===== config.mk =====
export PLATFORM = sky130hd
export DESIGN_NAME = dasbf_engine
export DESIGN_NICKNAME = d
export VERILOG_FILES = /design/src/rtl/dasbf_pkg.sv /design/src/rtl/dasbf_psum_ram.sv /design/src/rtl/dasbf_sat_acc.sv /design/src/rtl/dasbf_window_fetch.sv /design/src/rtl/dasbf_engine.sv
export SDC_FILE = /design/constraint.sdc
export NUM_CORES = 1
export LEC_CHECK = 0
export ABC_AREA = 1
export BUFFER_PORTS_ARGS = -buffer_cell sky130_fd_sc_hd__buf_2
export CORE_MARGIN = 5
export CORE_UTILIZATION = 53
export DETAILED_ROUTE_END_ITERATION = 6
export PLACE_DENSITY = 0.8
export SLEW_MARGIN = 30
export SYNTH_ARGS = -nofsm -noshare
export SYNTH_HDL_FRONTEND = slang
export SYNTH_SLANG_ARGS = --single-unit

===== constraint.sdc =====
create_clock -name clk -period 7.4 [get_ports clk]
set_input_delay 1.11 -clock clk [delete_from_list [all_inputs] [get_ports clk]]
set_output_delay 1.11 -clock clk [all_outputs]
set_load 0.02 [all_outputs]

===== src/rtl/dasbf_pkg.sv =====
package dasbf_pkg;
  localparam int DLY_BITS  = 16;
  localparam int FRAC_BITS = 3;
  localparam int INT_BITS  = DLY_BITS - FRAC_BITS;

  typedef enum logic [3:0] {
    ST_IDLE, ST_CLR, ST_LUT, ST_DLY, ST_FETCH, ST_REQ, ST_ACC, ST_OUT, ST_FIN
  } bf_state_t;
endpackage


===== src/rtl/dasbf_psum_ram.sv =====
module dasbf_psum_ram #(
  parameter int W  = 18,
  parameter int N  = 8,
  parameter int AB = $clog2(N)
) (
  input  logic          clk,
  input  logic          we,
  input  logic [AB-1:0] waddr,
  input  logic [W-1:0]  wdata,
  input  logic [AB-1:0] raddr,
  output logic [W-1:0]  rdata
);
  logic [W-1:0] mem [N];

  // single write port, registered read: maps onto one block RAM
  always_ff @(posedge clk) begin
    if (we) mem[waddr] <= wdata;
    rdata <= mem[raddr];
  end
endmodule


===== src/rtl/dasbf_sat_acc.sv =====
module dasbf_sat_acc #(
  parameter int AW = 18,
  parameter int RW = 18,
  parameter int WW = 8
) (
  input  logic signed [AW-1:0] acc,
  input  logic signed [RW-1:0] res,
  input  logic        [WW-1:0] wgt,
  output logic signed [AW-1:0] sum
);
  localparam int PW = RW + WW + 2;
  localparam logic signed [PW-1:0] MAXV = {{(PW-AW+1){1'b0}}, {(AW-1){1'b1}}};
  localparam logic signed [PW-1:0] MINV = {{(PW-AW+1){1'b1}}, {(AW-1){1'b0}}};

  logic signed [RW+WW:0] prod;
  logic signed [PW-1:0]  scaled;
  logic signed [PW-1:0]  total;

  always_comb begin
    prod   = res * $signed({1'b0, wgt});
    scaled = PW'(prod >>> (WW-1));
    total  = scaled + PW'(acc);
    if (total > MAXV)      sum = AW'(MAXV);
    else if (total < MINV) sum = AW'(MINV);
    else                   sum = AW'(total);
  end


  always_comb begin
    if (!scaled[PW-1] && !acc[AW-1]) no_wrap_pos_chk: assert (!sum[AW-1]);
    if (scaled[PW-1] && acc[AW-1])   no_wrap_neg_chk: assert (sum[AW-1]);
  end
endmodule


===== src/rtl/dasbf_window_fetch.sv =====
module dasbf_window_fetch #(
  parameter int DW    = 16,
  parameter int TAPS  = 8,
  parameter int DEPTH = 32,
  parameter int NCH   = 4,
  parameter int IW    = 13,
  parameter int MW    = $clog2(NCH),
  parameter int CAW   = $clog2(NCH*DEPTH)
) (
  input  logic               clk,
  input  logic               rst,
  input  logic               go,
  input  logic [IW-1:0]      base,
  input  logic [MW-1:0]      chan,
  output logic               ch_rd_en,
  output logic [CAW-1:0]     ch_rd_addr,
  input  logic [DW-1:0]      ch_rd_data,
  output logic [TAPS*DW-1:0] win,
  output logic               done
);
  localparam int KW = $clog2(TAPS);

  logic          busy;
  logic [KW-1:0] k;
  logic [IW-1:0] base_q;
  logic [MW-1:0] chan_q;
  logic [IW:0]   idx;
  logic          in_range;
  logic          cap_en;
  logic          cap_zero;
  logic [KW-1:0] cap_k;

  always_comb begin
    idx        = {1'b0, base_q} + (IW+1)'(k);
    in_range   = idx < (IW+1)'(DEPTH);
    ch_rd_en   = busy && in_range;
    ch_rd_addr = CAW'(chan_q) * CAW'(DEPTH) + CAW'(idx);
  end

  // issue stage: one sample address per cycle
  always_ff @(posedge clk) begin
    if (rst) begin
      busy     <= 1'b0;
      k        <= '0;
      base_q   <= '0;
      chan_q   <= '0;
      cap_en   <= 1'b0;
      cap_zero <= 1'b0;
      cap_k    <= '0;
    end else begin
      cap_en   <= busy;
      cap_k    <= k;
      cap_zero <= !in_range;
      if (go) begin
        busy   <= 1'b1;
        k      <= '0;
        base_q <= base;
        chan_q <= chan;
      end else if (busy) begin
        k <= k + 1'b1;
        if (k == KW'(TAPS-1)) busy <= 1'b0;
      end
    end
  end

  // capture stage: memory data arrives one cycle after its address
  always_ff @(posedge clk) begin
    if (rst) begin
      win  <= '0;
      done <= 1'b0;
    end else begin
      done <= cap_en && (cap_k == KW'(TAPS-1));
      if (cap_en) win[cap_k*DW +: DW] <= cap_zero ? '0 : ch_rd_data;
    end
  end


  fetch_idle_chk: assert property (@(posedge clk) disable iff (rst) go |-> !busy);
endmodule


===== src/rtl/dasbf_engine.sv =====
module dasbf_engine
  import dasbf_pkg::*;
#(
  parameter int NCH   = 4,
  parameter int NSAMP = 8,
  parameter int DEPTH = 32,
  parameter int DW    = 16,
  parameter int AW    = 18,
  parameter int WW    = 8,
  parameter int TAPS  = 8
) (
  input  logic                             clk,
  input  logic                             rst,
  input  logic                             start,
  input  logic                             sym_en,
  input  logic                             merge_en,
  input  logic [NCH*WW-1:0]                apod_w,
  output logic                             done,
  output logic                             dly_rd_en,
  output logic [$clog2(NCH*NSAMP)-1:0]     dly_rd_addr,
  input  logic [15:0]                      dly_rd_data,
  output logic                             ch_rd_en,
  output logic [$clog2(NCH*DEPTH)-1:0]     ch_rd_addr,
  input  logic [DW-1:0]                    ch_rd_data,
  output logic                             interp_req,
  output logic [TAPS*DW-1:0]               interp_win,
  output logic [FRAC_BITS-1:0]             interp_phase,
  input  logic                             interp_ack,
  input  logic [AW-1:0]                    interp_res,
  output logic [$clog2(NSAMP)-1:0]         ext_rd_addr,
  input  logic [AW-1:0]                    ext_rd_data,
  output logic                             out_valid,
  output logic [AW-1:0]                    out_data
);
  localparam int DAW = $clog2(NCH*NSAMP);
  localparam int CAW = $clog2(NCH*DEPTH);
  localparam int NAW = $clog2(NSAMP);
  localparam int MW  = $clog2(NCH);
  localparam logic [NAW-1:0] N_LAST = NAW'(NSAMP-1);
  localparam logic [MW-1:0]  M_LAST = MW'(NCH-1);
  localparam logic [WW-1:0]  UNITY  = {1'b1, {(WW-1){1'b0}}};

  bf_state_t           state;
  logic [MW-1:0]       m;
  logic [NAW-1:0]      n;
  logic [MW-1:0]       row;
  logic [FRAC_BITS-1:0] phase_q;
  logic [AW-1:0]       res_q;
  logic [WW-1:0]       w_cur;
  logic                fetch_go;
  logic                fetch_done;
  logic                psum_we;
  logic [AW-1:0]       psum_wdata;
  logic [AW-1:0]       psum_rdata;
  logic [AW-1:0]       acc_sum;
  logic [AW-1:0]       mrg_sum;
  logic                rd_v1, rd_l1, rd_l2;

  // row selection: mirror upper half of the aperture in symmetric mode
  always_comb begin
    row = (sym_en && (m >= MW'(NCH/2))) ? (M_LAST - m) : m;
    w_cur = apod_w[m*WW +: WW];
  end

  assign dly_rd_en    = (state == ST_LUT);
  assign dly_rd_addr  = DAW'(row) * DAW'(NSAMP) + DAW'(n);
  assign fetch_go     = (state == ST_DLY);
  assign interp_req   = (state == ST_REQ);
  assign interp_phase = phase_q;
  assign ext_rd_addr  = n;
  assign psum_we      = (state == ST_CLR) || (state == ST_ACC);
  assign psum_wdata   = (state == ST_CLR) ? '0 : acc_sum;

  dasbf_window_fetch #(
    .DW(DW), .TAPS(TAPS), .DEPTH(DEPTH), .NCH(NCH), .IW(INT_BITS), .MW(MW), .CAW(CAW)
  ) u_fetch (
    .clk(clk), .rst(rst), .go(fetch_go),
    .base(dly_rd_data[DLY_BITS-1:FRAC_BITS]), .chan(m),
    .ch_rd_en(ch_rd_en), .ch_rd_addr(ch_rd_addr), .ch_rd_data(ch_rd_data),
    .win(interp_win), .done(fetch_done)
  );

  dasbf_psum_ram #(.W(AW), .N(NSAMP), .AB(NAW)) u_psum (
    .clk(clk), .we(psum_we), .waddr(n), .wdata(psum_wdata),
    .raddr(n), .rdata(psum_rdata)
  );

  dasbf_sat_acc #(.AW(AW), .RW(AW), .WW(WW)) u_acc (
    .acc(psum_rdata), .res(res_q), .wgt(w_cur), .sum(acc_sum)
  );

  dasbf_sat_acc #(.AW(AW), .RW(AW), .WW(WW)) u_merge (
    .acc(psum_rdata), .res(ext_rd_data), .wgt(UNITY), .sum(mrg_sum)
  );

  // sequencer: clear, then channel-major sweep, then stream out
  always_ff @(posedge clk) begin
    if (rst) begin
      state   <= ST_IDLE;
      m       <= '0;
      n       <= '0;
      phase_q <= '0;
      res_q   <= '0;
    end else begin
      case (state)
        ST_IDLE: if (start) begin
          state <= ST_CLR;
          m     <= '0;
          n     <= '0;
        end
        ST_CLR: begin
          if (n == N_LAST) begin
            n     <= '0;
            state <= ST_LUT;
          end else begin
            n <= n + 1'b1;
          end
        end
        ST_LUT: state <= ST_DLY;
        ST_DLY: begin
          phase_q <= dly_rd_data[FRAC_BITS-1:0];
          state   <= ST_FETCH;
        end
        ST_FETCH: if (fetch_done) state <= ST_REQ;
        ST_REQ: if (interp_ack) begin
          res_q <= interp_res;
          state <= ST_ACC;
        end
        ST_ACC: begin
          if (n == N_LAST) begin
            n <= '0;
            if (m == M_LAST) begin
              m     <= '0;
              state <= ST_OUT;
            end else begin
              m     <= m + 1'b1;
              state <= ST_LUT;
            end
          end else begin
            n     <= n + 1'b1;
            state <= ST_LUT;
          end
        end
        ST_OUT: begin
          if (n == N_LAST) begin
            n     <= '0;
            state <= ST_FIN;
          end else begin
            n <= n + 1'b1;
          end
        end
        ST_FIN: if (rd_l2) state <= ST_IDLE;
        default: state <= ST_IDLE;
      endcase
    end
  end

  // output pipeline: RAM read, then registered merge
  always_ff @(posedge clk) begin
    if (rst) begin
      rd_v1     <= 1'b0;
      rd_l1     <= 1'b0;
      rd_l2     <= 1'b0;
      out_valid <= 1'b0;
      out_data  <= '0;
      done      <= 1'b0;
    end else begin
      rd_v1     <= (state == ST_OUT);
      rd_l1     <= (state == ST_OUT) && (n == N_LAST);
      rd_l2     <= rd_l1;
      out_valid <= rd_v1;
      out_data  <= rd_v1 ? (merge_en ? mrg_sum : psum_rdata) : out_data;
      done      <= rd_l2;
    end
  end


  interp_hold_chk: assert property (@(posedge clk) disable iff (rst)
    interp_req && !interp_ack |=> interp_req && $stable(interp_phase) && $stable(interp_win));


  done_pulse_chk: assert property (@(posedge clk) disable iff (rst) done |=> !done);


  out_quiet_chk: assert property (@(posedge clk) disable iff (rst)
    out_valid |-> !interp_req && !dly_rd_en && !ch_rd_en);
endmodule


==> reports/metrics.csv, run 1 <==
metric;value;unit
root_buffer;clkbuf_16;
synthFlopType;dfxtp_1;
cp.required;7680;ps
grt_pass1_wl;101000;um
yosysTopAreaCell;dfxtp_1;
core-area;40700;um2
cpPeakStageDelay;550;ps
final_area;25900;um2
cp_slowest_cell;fa_1;
via_per_inst;5.66;
gp_congestion;0.962;
rows;74;
ys_warn_count;0;
ir_drop;0.192;mV
min_to;rd_l2$_SDFF_PP0_;
cts_tree;built;
grt_pass1_vias;19110;
avgSynthCellArea;8.46;um2
fin_crit_sh;95.2;%
io_buffers;274;
drtAntennaViolNets;0;
power;0.00730;W
synth_top_area_share;20.6;%
yosys-top-cells-area;dfxtp_1 21%, edfxtp_1 20%, fa_1 11%;
critPathMostFrequentCell;inv_1;
start_kind;primary input;
ioPinCount;275;
antenna_found_initial;3;
via_count;19686;
ys_seq_area_share;40.5;%
async_flop_share;0;%
maxSlewViolCount;0;
synth_cell_type_count;59;
grt_max_degree;101;
finalCriticalPeriod;7040;ps
setup_viol;0;
nNetsFinal;3240;
cts_made_buffers;39;
yosysMostFrequentCell;nand2_1;
r2r-start;m[0]$_SDFFE_PP0P_;
fmax;142;MHz
dp_cells;3403;
drt_iter0_drc;1986;
worst_slew_pin_slew;1050;ps
dr.pass1.iters;6;
worst-setup-path-type;in2reg;
power_per_cell_area;282;nW/um2
drt-total-wl;65500;um
syn_area;21800;um2
htreeDepth;2;
synth_cells;2573;
synth_edf_count;144;
dpl-instance-area;24400;um2
postCtsSetupBuffers;0;
hold_viol;0;
drc;0;
die_h;213;um
grt.total_usage;27.9;%
fin_cells;3479;
min-delay-start;rd_l1$_SDFF_PP0_;
timing.max_cap.violations;0;
slew-limit-headroom;29.6;%
die_w;213;um
rrSetupSlack;430;ps
finalClockSkew;31.8;ps
grt.overflow.total;0;
wl_per_cell;18.8;um
min_path_type;reg2reg;
die-area;45200;um2
critPathArrivalTime;7320;ps
ys_seq_elements;368;
status;completed;
start_util;53.4;%
clockBufferDepth;3;
drive_gt1_share;18.7;%
path_max_fanout;15;
synth_fp_nets;2900;
synthTopCellsByCount;496 x nand2_1, 313 x inv_1, 302 x nor2_1;
p_leak;12.0;nW
whs_path_depth;2;
r2r_cells;34;
hpwlAfterDp;47800;um
utilization;63.5;%
reg2reg_to;u_psum.mem[5][5]$_DFFE_PP_;
clock_latency;590;ps
clk_pin_slew;70;ps
clock-sinks;368;
syn_to_final_growth;18.9;%
setup.worst_path.end_class;register;
final cells by class:
cell class / count / area [um2]
clock buffer: 53 / 1080
fill: 3378 / 14900
multi-input combinational: 1769 / 11400
clock inverter: 18 / 256
sequential: 368 / 8810
timing repair buffer: 405 / 2420
antenna: 4 / 10.0
inverter: 330 / 1250
tap: 532 / 666
worst max-delay path: cells and delay by family:
family / cells / cell delay (ps)
XOR/XNOR: 1 / 150
adder cells (fa/ha/maj): 6 / 2810
AND/OR/NAND/NOR: 17 / 2180
buffers and inverters: 11 / 1060
power breakdown:
part	internal [W]	switching (W)	leakage, nW
combinational	0.000888	0.00171	8.29
sequential	0.00250	0.000152	3.11
clock	0.00118	0.000875	0.641
total	0.00457	0.00273	12.0
layout by cell type (no fill, tap or decap), types with 5 or more instances in the layout:
cell type / count
o21ai_0: 114
clkbuf_8: 5
clkbuf_1: 9
buf_4: 125
edfxtp_1: 144
nor3_1: 47
a22oi_1: 25
dfxtp_1: 223
nor4_1: 12
nand3_2: 6
nand2_2: 24
fa_1: 116
nor2_2: 9
a21oi_1: 211
nand4_1: 42
or4_1: 7
nand2_1: 480
nor2_1: 297
nand3_1: 79
inv_1: 311
xor2_1: 34
inv_2: 10
a22o_1: 13
a211oi_1: 20
clkbuf_16: 39
ha_1: 104
a31oi_1: 8
nor3_4: 9
clkinv_1: 10
xnor2_1: 24
nand3b_1: 7
a221oi_1: 18
buf_2: 273
timing repair:
| action | in CTS | in global routing |
|---|---|---|
| resized for setup | 0 | 27 |
| endpoints found under the setup margin | 0 | 136 |
| hold buffers | 0 | 0 |
| hold endpoints to repair | 0 | 0 |
registers in the layout, summed over array words and instances (netlist names), 2 cells and up:
name            flops
ext_rd_addr         3
m                   2
u_fetch.base_q     13
res_q              18
interp_phase        3
u_psum.mem        144
u_fetch.chan_q      2
u_fetch.win       128
out_data           18
u_fetch.cap_k       3
state               4
u_fetch.k           3
u_psum.rdata       18
metal layers:
metal	GRT usage [%]	wire length [um]	vias to the layer above
li1	-	-	9181
met4	10.6	2420	0
met2	45.3	31400	983
met3	6.15	6390	177
met5	0	0	-
met1	36.8	25400	9345
per-stage QoR:
stage | setup slack, ps | hold slack [ps] | TNS (ps)
4_1_cts | 254 | 437 | 0
3_5_place_dp | -205 | 405 | -25860
2_1_floorplan | 250 | 388 | 0
5_1_grt | -1.20 | 458 | -2.02
3_3_place_gp | -228 | 397 | -25350
6_report | 357 | 438 | 0
cells by family after synthesis:
group / share of synthesized area, %
buffers and inverters: 7.95
flip-flops: 40.5
adder cells (fa/ha/maj): 16.7
AND/OR/NAND/NOR: 20.6
AO/OA/AOI/OAI: 11.9
XOR/XNOR: 2.33
how the worst max path moves through the flow:
stage,from,cells after the start,slack (ps),endpoint
after floorplan,apod_w[10],36,250,u_psum.mem[0][13]$_DFFE_PP_
after global placement,apod_w[8],35,-230,u_psum.mem[6][1]$_DFFE_PP_
after detailed placement,apod_w[9],33,-210,u_psum.mem[3][0]$_DFFE_PP_
after CTS,m[0]$_SDFFE_PP0P_,34,250,u_psum.mem[7][14]$_DFFE_PP_
after global routing,apod_w[0],38,-1,u_psum.mem[3][3]$_DFFE_PP_
final,apod_w[8],35,360,u_psum.mem[5][5]$_DFFE_PP_
Note: power is estimated with default switching activity, not from simulation.
==> inputs of run 2 (changes only) <==
--- a/config.mk
+++ b/config.mk
@@ -11,6 +11,7 @@
 export CORE_UTILIZATION = 53
 export DETAILED_ROUTE_END_ITERATION = 6
 export PLACE_DENSITY = 0.8
+export RECOVER_POWER = 50
 export SLEW_MARGIN = 30
 export SYNTH_ARGS = -nofsm -noshare
 export SYNTH_HDL_FRONTEND = slang
==> run 2 against run 1 <==
- the flow now finishes with violations (max-capacitance violations, max-slew violations)
- sequential share of layout area is 0.37 points higher
- setup slack worse by 24 ps
- first-iteration DRC count is 4.8% lower
- clock skew hardly changed
- non-clock buffer count stayed put
- clock power hardly changed
- critical path depth stayed put
- design area is 1.1% lower
- sequential power hardly changed
- routed wire length hardly changed
- final cell count stayed put
- worst hold slack worse by 3.1 ps
- highest routed layer unchanged
==> reports/metrics.csv, run 2 (synthesis gave the netlist of run 1 again) <==
metric;value;unit;change
status;finished with violations;;was completed
violations;max-capacitance violations, max-slew violations;;
power_per_cell_area;285;nW/um2;was 282 nW/um2
die-area;45200;um2;unchanged
startpoint;apod_w[8];;unchanged
finalClockSkew;31.5;ps;was 31.8 ps
fin_cells;3479;;unchanged
die_w;213;um;unchanged
reg2reg_to;u_psum.mem[5][5]$_DFFE_PP_;;unchanged
grt.overflow.total;0;;unchanged
clk_pin_slew;70;ps;about the same
grt_pass1_vias;19110;;unchanged
start_kind;primary input;;unchanged
postCtsSetupBuffers;0;;unchanged
gp_congestion;0.962;;unchanged
fin_crit_sh;95.5;%;was 95.2%
p_seq_share;36.4;%;was 36.3%
die_h;213;um;unchanged
r2r-start;m[0]$_SDFFE_PP0P_;;unchanged
worst_slew_pin_slew;4570;ps;was 1050 ps
critPathMostFrequentCell;inv_1;;unchanged
finalCriticalPeriod;7070;ps;was 7040 ps
grt.total_usage;27.9;%;unchanged
min_path_type;reg2reg;;unchanged
root_buffer;clkbuf_16;;unchanged
r2r_cells;35;;was 34
drt_iter0_drc;1891;;was 1986
hpwlAfterDp;47800;um;unchanged
dpl-instance-area;24400;um2;unchanged
regMostFlops;u_psum.mem;;unchanged
via_per_inst;5.68;;was 5.66
largest_reg_flops;144;;unchanged
final_cell_mix;480 x nand2_1, 312 x inv_1, 298 x nor2_1;;was 480 x nand2_1, 311 x inv_1, 297 x nor2_1
cts_resized;0;;unchanged
io_buffers;274;;unchanged
maxSlewViolCount;191;;was 0
comb_power_share;35.4;%;was 35.5%
largest_registers;u_psum.mem x144, u_fetch.win x128;;unchanged
drt-total-wl;65500;um;about the same
clockBufferDepth;3;;unchanged
switching_power;0.00272;W;was 0.00273 W
clockPowerShare;28.2;%;about the same
ir_drop;0.193;mV;was 0.192 mV
p_leak;11.3;nW;was 12.0 nW
nNetsFinal;3240;;unchanged
final_area;25600;um2;was 25900 um2
antenna_found_initial;3;;unchanged
critPathArrivalTime;7340;ps;was 7320 ps
setup.worst_path.end_class;register;;unchanged
endpoint;u_psum.mem[5][5]$_DFFE_PP_;;unchanged
worst-setup-path-type;in2reg;;unchanged
pre_cts_ws;-205;ps;unchanged
core-area;40700;um2;unchanged
final.setup.tns;0;ps;unchanged
syn_to_final_growth;17.6;%;was 18.9%
clock_latency;590;ps;about the same
start_util;53.4;%;unchanged
cpPeakStageDelay;550;ps;about the same
htreeDepth;2;;unchanged
ctsHoldBuffers;0;;unchanged
ioPinCount;275;;unchanged
fmax;142;MHz;about the same
rows;74;;unchanged
cp_slowest_cell;fa_1;;unchanged
cts_made_buffers;39;;unchanged
min-delay-start;rd_l1$_SDFF_PP0_;;unchanged
setup_viol;0;;unchanged
slew-limit-headroom;-204;%;was 29.6%
worst_slack;333;ps;was 357 ps
nFillCells;3466;;was 3378
hold_viol;0;;unchanged
wl_per_cell;18.8;um;about the same
cp.required;7670;ps;was 7680 ps
cts_tree;built;;unchanged
dr.pass1.iters;7;;was 6
dp_cells;3403;;unchanged
p_int;0.00456;W;was 0.00457 W
layout_commonest_cell;nand2_1;;unchanged
switching_share;37.4;%;about the same
whs_path_depth;2;;unchanged
path_max_fanout;15;;unchanged
drtAntennaViolNets;0;;unchanged
rrSetupSlack;420;ps;was 430 ps
drc;0;;unchanged
clock-sinks;368;;unchanged
grt_pass1_wl;101000;um;unchanged
drive_gt1_share;12.6;%;was 18.7%
grt_max_degree;101;;unchanged
via_count;19763;;was 19686
timing.max_cap.violations;4;;was 0
[run 2: changes by cell type in the layout (fill, tap and decap cells not counted), sizes merged]
cell    previous run  this run
buf              405       235
clkbuf            53       223
[run 2: worst min path at each step]
stage	slack [ps]	to
finish	430	rd_l2$_SDFF_PP0_
global route	460	rd_l2$_SDFF_PP0_
CTS	440	rd_l2$_SDFF_PP0_
detailed placement	410	rd_l2$_SDFF_PP0_
global placement	400	rd_l2$_SDFF_PP0_
floorplan	390	rd_l2$_SDFF_PP0_
[run 2: worst max-delay path, delay by kind of cell]
family	cells	cell delay [ps]
xor+xnor	1	150
fa+ha+maj	6	2820
buf+inv	11	1060
simple gates	17	2160
[run 2: layout make-up]
| type | count | area [um2] | share of cell area [%] |
|---|---|---|---|
| Inverter | 330 | 1250 | 4.87 |
| Timing Repair Buffer | 405 | 2190 | 8.54 |
| Sequential cell | 368 | 8810 | 34.4 |
| Clock buffer | 53 | 1080 | 4.21 |
| Clock inverter | 18 | 256 | 1.00 |
| Multi-Input combinational cell | 1769 | 11300 | 44.3 |
| Antenna cell | 4 | 10.0 | 0.0391 |
| Tap cell | 532 | 666 | 2.60 |
[run 2: layer usage]
layer	track usage [%]	up-vias	wire, um
met3	6.15	186	6530
met4	10.6	0	2510
li1	-	9171	-
met2	45.3	1034	31200
met1	36.8	9372	25300
met5	0	-	0
[run 2: stage by stage]
stage | util (%) | hold WS [ps] | power, W
final | 62.8 | 435 | 0.00729
after global routing | 62.8 | 458 | 0.00765
after CTS | 63.3 | 437 | 0.00721
after detailed placement | 60.0 | 405 | 0.00515
after global placement | 60.0 | 397 | 0.00509
after floorplan | - | 388 | 0.00419
[run 2: power by group through the flow]
stage | logic, W | clock network, W | registers [W]
floorplan | 0.00157 | 0 | 0.00262
global placement | 0.00240 | 0 | 0.00269
detailed placement | 0.00246 | 0 | 0.00269
CTS | 0.00249 | 0.00208 | 0.00265
global route | 0.00281 | 0.00217 | 0.00266
finish | 0.00258 | 0.00206 | 0.00265
